## src/rtl/tdm_pkg.sv

```systemverilog
package tdm_pkg;
  localparam int REF_PER_FRAME = 3840;
  localparam int MAX_DIV       = 120;
  localparam int MAX_BITS      = 320;
  localparam int DIV_W         = $clog2(MAX_DIV + 1);
  localparam int IDX_W         = $clog2(MAX_BITS);

  typedef logic [2:0] rate_t;

  typedef struct packed {
    logic rise;
    logic fall;
  } edge_t;

  // reference clocks per bit for each rate code; unused codes fall back to the slowest rate
  function automatic logic [DIV_W-1:0] rate_divisor(input rate_t r);
    case (r)
      3'b001:  rate_divisor = DIV_W'(60);
      3'b010:  rate_divisor = DIV_W'(20);
      3'b011:  rate_divisor = DIV_W'(15);
      3'b100:  rate_divisor = DIV_W'(12);
      default: rate_divisor = DIV_W'(MAX_DIV);
    endcase
  endfunction

  // bits per 125 us frame, which is the reference clocks per frame over the divisor
  function automatic logic [IDX_W-1:0] rate_bits(input rate_t r);
    case (r)
      3'b001:  rate_bits = IDX_W'(REF_PER_FRAME / 60);
      3'b010:  rate_bits = IDX_W'(REF_PER_FRAME / 20);
      3'b011:  rate_bits = IDX_W'(REF_PER_FRAME / 15);
      3'b100:  rate_bits = IDX_W'(REF_PER_FRAME / 12);
      default: rate_bits = IDX_W'(REF_PER_FRAME / MAX_DIV);
    endcase
  endfunction
endpackage

```

## src/rtl/tdm_bitclk.sv

```systemverilog
module tdm_bitclk
  import tdm_pkg::*;
#(
  parameter int SYNC_N = 3
) (
  input  logic  clk,
  input  logic  rst_n,
  input  logic  master,
  input  rate_t rate,
  input  logic  bclk_in,
  input  logic  fs_in,
  input  logic  din_in,
  output logic  bclk_out,
  output edge_t edg,
  output logic  fs_smp,
  output logic  din_smp
);
  localparam int AL_N = SYNC_N - 1;

  logic [DIV_W-1:0]  div, half, cnt_q, cnt_d;
  logic              m_rise, m_fall, s_rise, s_fall, bclk_d;
  logic [SYNC_N-1:0] bs_q, bs_d;
  logic [AL_N-1:0]   fs_q, fs_d, ds_q, ds_d;

  always_comb begin
    div    = rate_divisor(rate);
    half   = div >> 1;
    m_rise = master && (cnt_q >= div - DIV_W'(1));
    m_fall = master && (cnt_q == half - DIV_W'(1));
    s_rise = bs_q[AL_N-1] & ~bs_q[AL_N];
    s_fall = ~bs_q[AL_N-1] & bs_q[AL_N];

    if (!master)     cnt_d = '0;
    else if (m_rise) cnt_d = '0;
    else             cnt_d = cnt_q + DIV_W'(1);

    if (!master)     bclk_d = 1'b0;
    else if (m_rise) bclk_d = 1'b1;
    else if (m_fall) bclk_d = 1'b0;
    else             bclk_d = bclk_out;

    edg.rise = master ? m_rise : s_rise;
    edg.fall = master ? m_fall : s_fall;

    bs_d = {bs_q[SYNC_N-2:0], bclk_in};
    fs_d = {fs_q[AL_N-2:0], fs_in};
    ds_d = {ds_q[AL_N-2:0], din_in};

    fs_smp  = fs_q[AL_N-1];
    din_smp = master ? din_in : ds_q[AL_N-1];
  end

  always_ff @(posedge clk or negedge rst_n) begin
    if (!rst_n) begin
      cnt_q    <= '0;
      bclk_out <= 1'b0;
      bs_q     <= '0;
      fs_q     <= '0;
      ds_q     <= '0;
    end else begin
      cnt_q    <= cnt_d;
      bclk_out <= bclk_d;
      bs_q     <= bs_d;
      fs_q     <= fs_d;
      ds_q     <= ds_d;
    end
  end

  // the generated clock moves only on its own edge enables
  a_r2_bclk_hold: assert property (@(posedge clk) disable iff (!rst_n)
    master && !edg.rise && !edg.fall |=> $stable(bclk_out));

  a_r2_div_range: assert property (@(posedge clk) disable iff (!rst_n)
    master && $past(master) && $stable(rate) |-> cnt_q < DIV_W'(MAX_DIV));
endmodule

```

## src/rtl/tdm_framer.sv

```systemverilog
module tdm_framer
  import tdm_pkg::*;
#(
  parameter int SLOT_W = 8
) (
  input  logic             clk,
  input  logic             rst_n,
  input  logic             master,
  input  logic             delayed,
  input  rate_t            rate,
  input  edge_t            edg,
  input  logic             fs_smp,
  output logic [IDX_W-1:0] bit_idx,
  output logic [IDX_W-1:0] bit_nxt,
  output logic             frame_start,
  output logic             fs1_out,
  output logic             fs2_out
);
  logic [IDX_W-1:0] len, last, bit_d;
  logic             wrap, fs1_d, fs2_d, fsp_q, fsp_d;

  always_comb begin
    len     = rate_bits(rate);
    last    = len - IDX_W'(1);
    wrap    = bit_idx >= last;
    bit_nxt = wrap ? '0 : bit_idx + IDX_W'(1);

    bit_d = bit_idx;
    fs1_d = fs1_out;
    fs2_d = fs2_out;
    fsp_d = fsp_q;

    if (edg.rise) bit_d = bit_nxt;

    if (master) begin
      if (edg.rise) begin
        fs1_d = delayed ? (bit_nxt == last) : (bit_nxt == '0);
        fs2_d = delayed ? (bit_nxt == IDX_W'(SLOT_W - 1)) : (bit_nxt == IDX_W'(SLOT_W));
      end
    end else begin
      fs1_d = 1'b0;
      fs2_d = 1'b0;
      if (edg.fall) begin
        fsp_d = fs_smp;
        if (fs_smp && !fsp_q) bit_d = delayed ? last : '0;
      end
    end

    frame_start = edg.rise & wrap;
  end

  always_ff @(posedge clk or negedge rst_n) begin
    if (!rst_n) begin
      bit_idx <= '1;
      fs1_out <= 1'b0;
      fs2_out <= 1'b0;
      fsp_q   <= 1'b0;
    end else begin
      bit_idx <= bit_d;
      fs1_out <= fs1_d;
      fs2_out <= fs2_d;
      fsp_q   <= fsp_d;
    end
  end

  // non-delayed frame sync rises with bit 0
  a_r4_fs1_at_bit0: assert property (@(posedge clk) disable iff (!rst_n)
    $past(master) && !$past(delayed) && $rose(fs1_out) |-> bit_idx == '0);

  // second sync marks the first bit of slot two, or the bit before it
  a_r5_fs2_at_slot2: assert property (@(posedge clk) disable iff (!rst_n)
    $past(master) && $rose(fs2_out) |->
      bit_idx == ($past(delayed) ? IDX_W'(SLOT_W - 1) : IDX_W'(SLOT_W)));

  // delayed frame sync rises on the last bit of the frame
  a_r6_fs1_early: assert property (@(posedge clk) disable iff (!rst_n)
    $past(master) && $past(delayed) && $rose(fs1_out) |->
      bit_idx == rate_bits($past(rate)) - IDX_W'(1));
endmodule

```

## src/rtl/tdm_serdes.sv

```systemverilog
module tdm_serdes
  import tdm_pkg::*;
#(
  parameter int SLOT_W = 8,
  parameter int NSLOT  = 2
) (
  input  logic                        clk,
  input  logic                        rst_n,
  input  edge_t                       edg,
  input  logic [IDX_W-1:0]            bit_idx,
  input  logic [IDX_W-1:0]            bit_nxt,
  input  logic                        frame_start,
  input  logic                        swap,
  input  logic [NSLOT-1:0][SLOT_W-1:0] tx_ch,
  input  logic                        din_smp,
  output logic                        dout,
  output logic                        dout_oe,
  output logic [NSLOT-1:0][SLOT_W-1:0] rx_ch,
  output logic                        rx_valid
);
  localparam int WIN = NSLOT * SLOT_W;
  localparam int BW  = $clog2(SLOT_W);
  localparam int SW  = $clog2(NSLOT) > 0 ? $clog2(NSLOT) : 1;

  logic [NSLOT-1:0][SLOT_W-1:0] tx_map, hold_q, hold_d, src, rx_d, word_slots;
  logic [WIN-1:0]               sh_q, sh_d, word;
  logic                         dout_d, oe_d, valid_d, in_win;
  logic [BW-1:0]                bsel;
  logic [SW-1:0]                ssel;

  // slot g carries channel g, or the mirrored channel when swapped
  for (genvar g = 0; g < NSLOT; g++) begin : g_map
    assign tx_map[g]     = swap ? tx_ch[NSLOT-1-g] : tx_ch[g];
    assign word_slots[g] = word[WIN-1-g*SLOT_W -: SLOT_W];
    assign rx_d[g]       = swap ? word_slots[NSLOT-1-g] : word_slots[g];
  end

  always_comb begin
    src    = frame_start ? tx_map : hold_q;
    hold_d = frame_start ? tx_map : hold_q;
    in_win = bit_nxt < IDX_W'(WIN);
    bsel   = ~bit_nxt[BW-1:0];
    ssel   = bit_nxt[BW +: SW];

    dout_d = dout;
    oe_d   = dout_oe;
    if (edg.rise) begin
      oe_d   = in_win;
      dout_d = in_win ? src[ssel][bsel] : 1'b0;
    end

    word    = {sh_q[WIN-2:0], din_smp};
    sh_d    = sh_q;
    valid_d = 1'b0;
    if (edg.fall && (bit_idx < IDX_W'(WIN))) begin
      sh_d = word;
      if (bit_idx == IDX_W'(WIN - 1)) valid_d = 1'b1;
    end
  end

  always_ff @(posedge clk or negedge rst_n) begin
    if (!rst_n) begin
      hold_q   <= '0;
      dout     <= 1'b0;
      dout_oe  <= 1'b0;
      sh_q     <= '0;
      rx_ch    <= '0;
      rx_valid <= 1'b0;
    end else begin
      hold_q   <= hold_d;
      dout     <= dout_d;
      dout_oe  <= oe_d;
      sh_q     <= sh_d;
      rx_valid <= valid_d;
      if (valid_d) rx_ch <= rx_d;
    end
  end

  // receive strobe follows the falling edge of the last slot bit
  a_r8_valid_at_end: assert property (@(posedge clk) disable iff (!rst_n)
    rx_valid |-> $past(bit_idx) == IDX_W'(WIN - 1));

  // nothing is driven onto the data line while the enable is low
  a_r7_quiet_line: assert property (@(posedge clk) disable iff (!rst_n)
    !dout_oe |-> !dout);
endmodule

```

## src/rtl/tdm_timing_gen.sv

```systemverilog
module tdm_timing_gen
  import tdm_pkg::*;
#(
  parameter int SLOT_W = 8
) (
  input  logic              clk,
  input  logic              rst_n,
  input  logic [2:0]        cfg_rate,
  input  logic              cfg_master,
  input  logic              cfg_delayed,
  input  logic              cfg_swap,
  input  logic              bclk_i,
  input  logic              fs1_i,
  output logic              bclk_o,
  output logic              bclk_oe,
  output logic              fs1_o,
  output logic              fs2_o,
  output logic              fs_oe,
  input  logic              din,
  output logic              dout,
  output logic              dout_oe,
  input  logic [SLOT_W-1:0] tx_b1,
  input  logic [SLOT_W-1:0] tx_b2,
  output logic [SLOT_W-1:0] rx_b1,
  output logic [SLOT_W-1:0] rx_b2,
  output logic              rx_valid
);
  localparam int NSLOT = 2;
  localparam int WIN   = NSLOT * SLOT_W;

  logic [1:0]                   rs_q;
  logic                         rst_sn;
  logic                         oe_d;
  edge_t                        edg;
  logic                         fs_smp, din_smp, frame_start;
  logic [IDX_W-1:0]             bit_idx, bit_nxt;
  logic [NSLOT-1:0][SLOT_W-1:0] tx_ch, rx_ch;

  // asynchronous assertion, synchronous release
  always_ff @(posedge clk or negedge rst_n) begin
    if (!rst_n) rs_q <= 2'b00;
    else        rs_q <= {rs_q[0], 1'b1};
  end
  assign rst_sn = rs_q[1];

  assign oe_d = cfg_master;

  always_ff @(posedge clk or negedge rst_sn) begin
    if (!rst_sn) begin
      bclk_oe <= 1'b0;
      fs_oe   <= 1'b0;
    end else begin
      bclk_oe <= oe_d;
      fs_oe   <= oe_d;
    end
  end

  assign tx_ch[0] = tx_b1;
  assign tx_ch[1] = tx_b2;
  assign rx_b1    = rx_ch[0];
  assign rx_b2    = rx_ch[1];

  tdm_bitclk #(.SYNC_N(3)) u_clk (
    .clk      (clk),
    .rst_n    (rst_sn),
    .master   (cfg_master),
    .rate     (cfg_rate),
    .bclk_in  (bclk_i),
    .fs_in    (fs1_i),
    .din_in   (din),
    .bclk_out (bclk_o),
    .edg      (edg),
    .fs_smp   (fs_smp),
    .din_smp  (din_smp)
  );

  tdm_framer #(.SLOT_W(SLOT_W)) u_frm (
    .clk         (clk),
    .rst_n       (rst_sn),
    .master      (cfg_master),
    .delayed     (cfg_delayed),
    .rate        (cfg_rate),
    .edg         (edg),
    .fs_smp      (fs_smp),
    .bit_idx     (bit_idx),
    .bit_nxt     (bit_nxt),
    .frame_start (frame_start),
    .fs1_out     (fs1_o),
    .fs2_out     (fs2_o)
  );

  tdm_serdes #(.SLOT_W(SLOT_W), .NSLOT(NSLOT)) u_sd (
    .clk         (clk),
    .rst_n       (rst_sn),
    .edg         (edg),
    .bit_idx     (bit_idx),
    .bit_nxt     (bit_nxt),
    .frame_start (frame_start),
    .swap        (cfg_swap),
    .tx_ch       (tx_ch),
    .din_smp     (din_smp),
    .dout        (dout),
    .dout_oe     (dout_oe),
    .rx_ch       (rx_ch),
    .rx_valid    (rx_valid)
  );

  // slave role leaves every timing pin undriven
  a_r10_slave_quiet: assert property (@(posedge clk) disable iff (!rst_sn)
    !cfg_master |=> !bclk_oe && !fs_oe && !fs1_o && !fs2_o && !bclk_o);

  // in master role the data enable drops right after the second slot
  a_r7_oe_window: assert property (@(posedge clk) disable iff (!rst_sn)
    $past(cfg_master) && cfg_master && $fell(dout_oe) |-> bit_idx == IDX_W'(WIN));
endmodule

```

## config.mk

```make
export PLATFORM = sky130hd
export DESIGN_NAME = tdm_timing_gen
export DESIGN_NICKNAME = d
export VERILOG_FILES = /design/src/rtl/tdm_pkg.sv /design/src/rtl/tdm_bitclk.sv /design/src/rtl/tdm_framer.sv /design/src/rtl/tdm_serdes.sv /design/src/rtl/tdm_timing_gen.sv
export SDC_FILE = /design/constraint.sdc
export NUM_CORES = 1
export LEC_CHECK = 0
export ABC_AREA = 1
export BUFFER_PORTS_ARGS = -buffer_cell sky130_fd_sc_hd__buf_2
export CORE_ASPECT_RATIO = 1.25
export CORE_MARGIN = 2
export CORE_UTILIZATION = 59
export CTS_BUF_LIST = sky130_fd_sc_hd__clkbuf_4 sky130_fd_sc_hd__clkbuf_8 sky130_fd_sc_hd__clkbuf_16
export CTS_CLUSTER_DIAMETER = 150
export DETAILED_ROUTE_END_ITERATION = 12
export GPL_TIMING_DRIVEN = 0
export PLACE_DENSITY = 0.76
export SLEW_MARGIN = 20
export SYNTH_ARGS = -nofsm -noshare
export SYNTH_HDL_FRONTEND = slang
export SYNTH_SLANG_ARGS = --single-unit
```

## constraint.sdc

```tcl
create_clock -name clk -period 2.8 [get_ports clk]
set_input_delay 0.84 -clock clk [delete_from_list [all_inputs] [get_ports clk]]
set_output_delay 0.84 -clock clk [all_outputs]
set_load 0.01 [all_outputs]
```

* Word-level counts from Yosys, hierarchy flattened
Index checks and enable logic that the tools add are counted.
W data, S select, Z words.
** Word-level totals
- Logic and storage cells :: 89
- Output and inout bits :: 24
- Register bits after elaboration :: 80
** Cells by class
- Multiplexer cells :: 34
- Equal/unequal tests :: 11
- Bitwise logic cells :: 7
- $add $sub $neg :: 5
- $lt $le $gt $ge :: 6
- Reductions and logical operators :: 7
** Operators with widths (number)
- $mux W9 :: 6
- $mux W8 :: 6
- $pmux W9 S4 :: 1
- $pmux W7 S4 :: 1
- $eq A9 B4 Y1 const B :: 2
- $lt A9 B5 Y1 const B :: 2
- $mux W1 :: 16
- $mux W16 :: 1
- $mux W7 :: 2
- $add A9 B1 Y9 const B :: 1
- $eq A9 B3 Y1 const B :: 1
- $eq A9 B9 Y1 :: 1
- $ge A9 B9 Y1 :: 1
- $logic_not A9 Y1 :: 1
- $sub A9 B1 Y9 const B :: 1
- $add A7 B1 Y7 const B :: 1
- $eq A7 B7 Y1 :: 1
- $ge A7 B7 Y1 :: 1
- $sub A6 B1 Y7 const B :: 1
- $sub A7 B1 Y7 const B :: 1
- $eq A3 B2 Y1 const B :: 2
- $logic_and A1 B1 Y1 :: 4
- $lt A3 B4 Y1 const B :: 1
- $and A1 B1 Y1 :: 3
- other kinds (10) :: 12

* Depth between registers and ports, before layout
- Depth in word-level cells :: 13
- Depth in mapped cells :: 26
- Depth with buffers taken out :: 26

* Hierarchy
From an unflattened synthesis, not the netlist that was laid out.
** Unflattened totals
- Cell total of the unflattened synthesis :: 597
- Area, all modules :: 4700.8 sq um
** By module, submodules not included
- tdm_serdes :: cells each 285, area each 2497.4 sq um, seq. area each 1251.2 sq um, instances 1
- tdm_framer :: cells each 191, area each 1186.1 sq um, seq. area each 311.5 sq um, instances 1
- tdm_bitclk :: cells each 116, area each 930.9 sq um, seq. area each 375.4 sq um, instances 1
- tdm_timing_gen :: cells each 5, area each 86.3 sq um, seq. area each 75.1 sq um, instances 1

* Worst setup path before layout
OpenSTA, ideal clock, no wires.
- Path kind :: input -> register
- Start :: input port cfg_rate[1]
- End :: register u_sd.dout
- Setup slack :: -0.726 ns
- Setup time :: 0.117 ns
- Path buffers :: 1
- Arrival time :: 3.408 ns
- Stages :: 25
- Cells stage by stage :: inv_1 -> nor2_2 -> nand2_2 -> nand2_2 -> nor2_4 -> o21ai_2 -> inv_2 -> ha_1 -> ha_1 -> nand2_1 -> inv_1 -> nand2_1 -> nand2_1 -> nand2_1 -> nand2_1 -> nand2_1 -> nand2_1 -> clkbuf_1 -> nand3_1 -> nand3_1 -> nand3_1 -> nand3_1 -> nand3_1 -> nand3_1 -> nand2_1
** Between the ends
- Cells in the longest elaborated chain, start to end :: 13
- Elaborated cells between the ends (all ways) :: 22
- Classes of those cells :: add/sub: 2; order compare: 3; eq/ne: 4; mux: 10; bitwise: 2; reduce/logical: 1
** Ends and longest elaborated chain
- from (decl) :: line tdm_timing_gen.sv:8 : input logic [2:0] cfg_rate,
- $eq A3 B3 Y1, or another cell as far along :: line tdm_pkg.sv:17, tdm_pkg.sv:28
- $pmux W7 S4 :: line tdm_pkg.sv:17 : case (r)
- $sub A7 B1 Y7 :: line tdm_bitclk.sv:28 : m_rise = master && (cnt_q >= div - DIV_W'(1));
- $ge A7 B7 Y1 :: line tdm_bitclk.sv:28
- $logic_and A1 B1 Y1 :: line tdm_bitclk.sv:28
- $mux W1 :: line tdm_bitclk.sv:42 : edg.rise = master ? m_rise : s_rise;
- $and A1 B1 Y1 :: line tdm_framer.sv:49 : frame_start = edg.rise & wrap;
- $mux W16 :: line tdm_serdes.sv:39 : src = frame_start ? tx_map : hold_q;
- $mux W8 (not written as such) (2 in a row) :: line tdm_serdes.sv:49 : dout_d = in_win ? src[ssel][bsel] : 1'b0;
- $bmux W1 S3 :: line tdm_serdes.sv:49
- $mux W1 (not written as such) :: line tdm_serdes.sv:49
- $mux W1 :: line tdm_serdes.sv:49
- to (signal assigned) :: line tdm_serdes.sv:71 : dout <= dout_d;
- to (decl) :: line tdm_serdes.sv:16 : output logic dout,
Several ways; a longest one is shown, not always the timed one. The select of a mux whose other input is x is not followed.
A chain may end at the register's enable or synchronous reset.

* Worst setup path in the final report
Ends and elaborated chain as after synthesis.

==> metrics.md <==
| Metric | Value |
|---|---|
| Worst VDD drop | `roughly 0.47 mV` |
| Max_slew headroom | `0.161` |
| DR pass1 iterations | `5` |
| Global-route usage over all layers | `0.287` |
| CTS tree | `yes` |
| Critical path's largest stage delay | `250 ps` |
| Synth unique cells | `40` |
| First-pass GRT wire length | `18300 microns` |
| CTS Root Cell | `clkbuf_8` |
| Vias in the first global route | `between 4k and 5k` |
| Power Dens Cells | `704 mW/mm^2` |
| Starting density of the core | `0.605` |
| Core area | `0.00731 sq mm` |
| Clock Latency Late Sink | `360 ps` |
| Initial antenna violation count | `0` |
| Antenna-violating nets left | `0` |
| Top delay family on crit path | `simple AND/OR/NAND/NOR gates` |
| Die span in x | `81.5 microns` |
| Violated checks | `negative setup slack` |
| Post-synth top area share | `0.402` |
| Die Footprint | `0.00821 sq mm` |
| Reg clk slew, reported paths | `100 ps` |
| Finished Core Util | `0.839` |
| Syn_area_per_cell | `7.91 sq um` |
| Drc violations | `0` |
| Final Max Tran Viols | `0` |
| CP endpoint kind | `flip-flop` |
| Top post-synthesis cells by area | `dfrtp_1 (40%), nand2_1 (12%), nand3_1 (6.3%)` |
| Fmax | `0.332 GHz` |
| Initial DRC Count | `334` |
| Layout Nets | `approximately 700` |
| Post-synth net total | `599` |
| Final Worst Setup Slack | `-208 ps` |
| Top-count cell post-synth | `nand2_1` |
| Final-report hold violation count | `0` |
| Largest net degree at the start of global routing | `55` |
| Post-synthesis cell count | `approximately 560` |
| Largest area contributor in the netlist | `dfrtp_1` |
| CTS Buf Count | `9` |
| Global route total overflow | `0` |
| FILL cells | `about 400` |
| Slew @ Worst Pin | `1250 ps` |
| Leak pwr | `2.97 nW` |
| Hold Buf Count CTS | `0` |
| Yosys warns | `0` |
| Status | `finished with violations` |
| Gpl congestion | `0.915` |
| P&R area growth vs syn | `38.6%` |
| Antenna Cells | `0` |
| Crit path buf inv count | `5` |
| Tmin final | `3010 ps` |
| Ys flop type | `dfrtp_1` |
| Unrepaired setup endpoints after global routing | `true` |
| #FFs+latches synth | `80` |
| Worst-path maximum fanout | `6` |
| WP data arrival | `3310 ps` |
| Final Cycle Share | `1.07` |
| Share of layout cells above drive strength 1 | `0.389` |
| Max-Cap Viols | `0` |
| Slowest cell on crit path | `ha_4` |
| Place WS | `-994 ps` |
| Post-Route WL | `roughly 13000 microns` |
| Fraction of registers with async set/reset | `1.00` |
| Routed length per instance | `16.8 microns` |
| Clock Skews | `14.3 ps` |
| Multi-input gate area | `0.00250 sq mm` |
| EDFF count, synth | `0` |
| Reg area | `0.00202 sq mm` |
| Io pins | `a little over 50` |
| Min-delay worst type | `reg -> async` |
| Clock Tree Buf Depth | `2` |
| Via count | `4253` |
| Sequential share of the synthesized area | `0.455` |
| FP Rows | `35` |
| Synth Cell Area | `0.00442 sq mm` |
| Clock sink total | `80` |
| Hold WS | `235 ps` |
| IO Port Bufs | `49` |
| DR vias/cell | `5.61` |
| Worst setup SP type | `primary input` |
| Critical Path RT | `3100 ps` |
| Die Height | `101 microns` |
| Setup violators final | `44` |
| Hpwl dp | `7320 microns` |
| Most instantiated cells after synthesis | `nand2_1 (142), dfrtp_1 (71), inv_1 (63)` |
| H-tree lvl count | `3` |
| Worst Setup Path Type | `in -> reg` |
[placed cells by master (no fill, tap or decap), types with 4 or more instances in the layout]
cell and count:
ha_1 11, nand2_2 37, nand4_1 5, buf_4 27, clkbuf_16 4, dfstp_2 9
o21ai_1 16, buf_12 7, clkbuf_8 10, dfrtp_1 70, nand3_1 36, xor2_1 8
o21ai_0 34, nand2_1 97, nand2_4 7, inv_1 60, nor2_1 22, and2_1 15
clkbuf_1 9, inv_6 4, nand3_2 19, o21ai_2 25, buf_6 14, buf_2 46
nor2_4 6, buf_8 4
[stage by stage]
step,setup TNS (ps),std cells,cell area [sq um],total power [mW]
2_1_floorplan,-4460,559,4630,2.56
6_report,-4050,758,6130,4.32
3_3_place_gp,-67170,700,4990,2.82
5_1_grt,-9970,758,6130,4.55
3_5_place_dp,-38950,701,5020,2.87
4_1_cts,-87.9,739,5580,3.93
[final timing paths]
kind,from,to,slack (ps),cells after the start
max reg2reg,u_frm.bit_idx[0],u_sd.dout,60,17
min,rs_q[1],u_sd.sh_q[11],240,0
min in group clk,u_clk.ds_q[0],u_clk.ds_q[1],350,0
min reg2reg,rs_q[1],u_sd.sh_q[11],240,0
max in group asynchronous,rs_q[1],u_frm.bit_idx[7],1920,1
max,cfg_rate[1],u_sd.dout,-210,27
[what timing repair did]
item / 4_1_cts / 5_1_grt
endpoints found under the setup margin: 67 / 46
pin swaps: 25 / 13
gates cloned: 1 / 6
buffers inserted: 21 / 13
resized for setup: 41 / 99
[routing by layer]
metal | part of all wire | GRT usage
met1 | 0.40 | 0.368
met2 | 0.51 | 0.476
met3 | 0.060 | 0.0547
met4 | 0.031 | 0.112
met5 | 0 | 0
[area by class of cell]
class                   count  share of cell area
well taps                  92              0.0188
inverters                  70              0.0481
clock buffers               9              0.0202
multi-input cells         385               0.408
plain buffers              24              0.0416
clock inverters             7              0.0131
flip-flops and latches     80               0.329
repair buffers             91               0.121
[registers in the layout, indices dropped and copies added, names as in the netlist, 3 cells and up]
register       cells
u_sd.hold_q       16
u_sd.rx_ch        16
u_sd.sh_q         15
u_frm.bit_idx      9
u_clk.cnt_q        7
u_clk.bs_q         3
[cell families after synthesis]
family          count (synthesis)  share of synthesized area
simple gates                  264                      0.263
compound gates                 95                      0.133
buf+inv                        94                     0.0874
flops                          80                      0.455
fa+ha+maj                      13                     0.0368
xor+xnor                       11                     0.0218
other cells                     1                   0.000848
mux                             1                    0.00226
[power breakdown]
part,internal [mW],total [mW],switching [mW]
Sequential,1.45,1.64,0.189
Clock,0.423,0.902,0.479
Combinational,0.740,1.77,1.03
Total,2.61,4.32,1.70
Power figures use the tool's default switching activity.
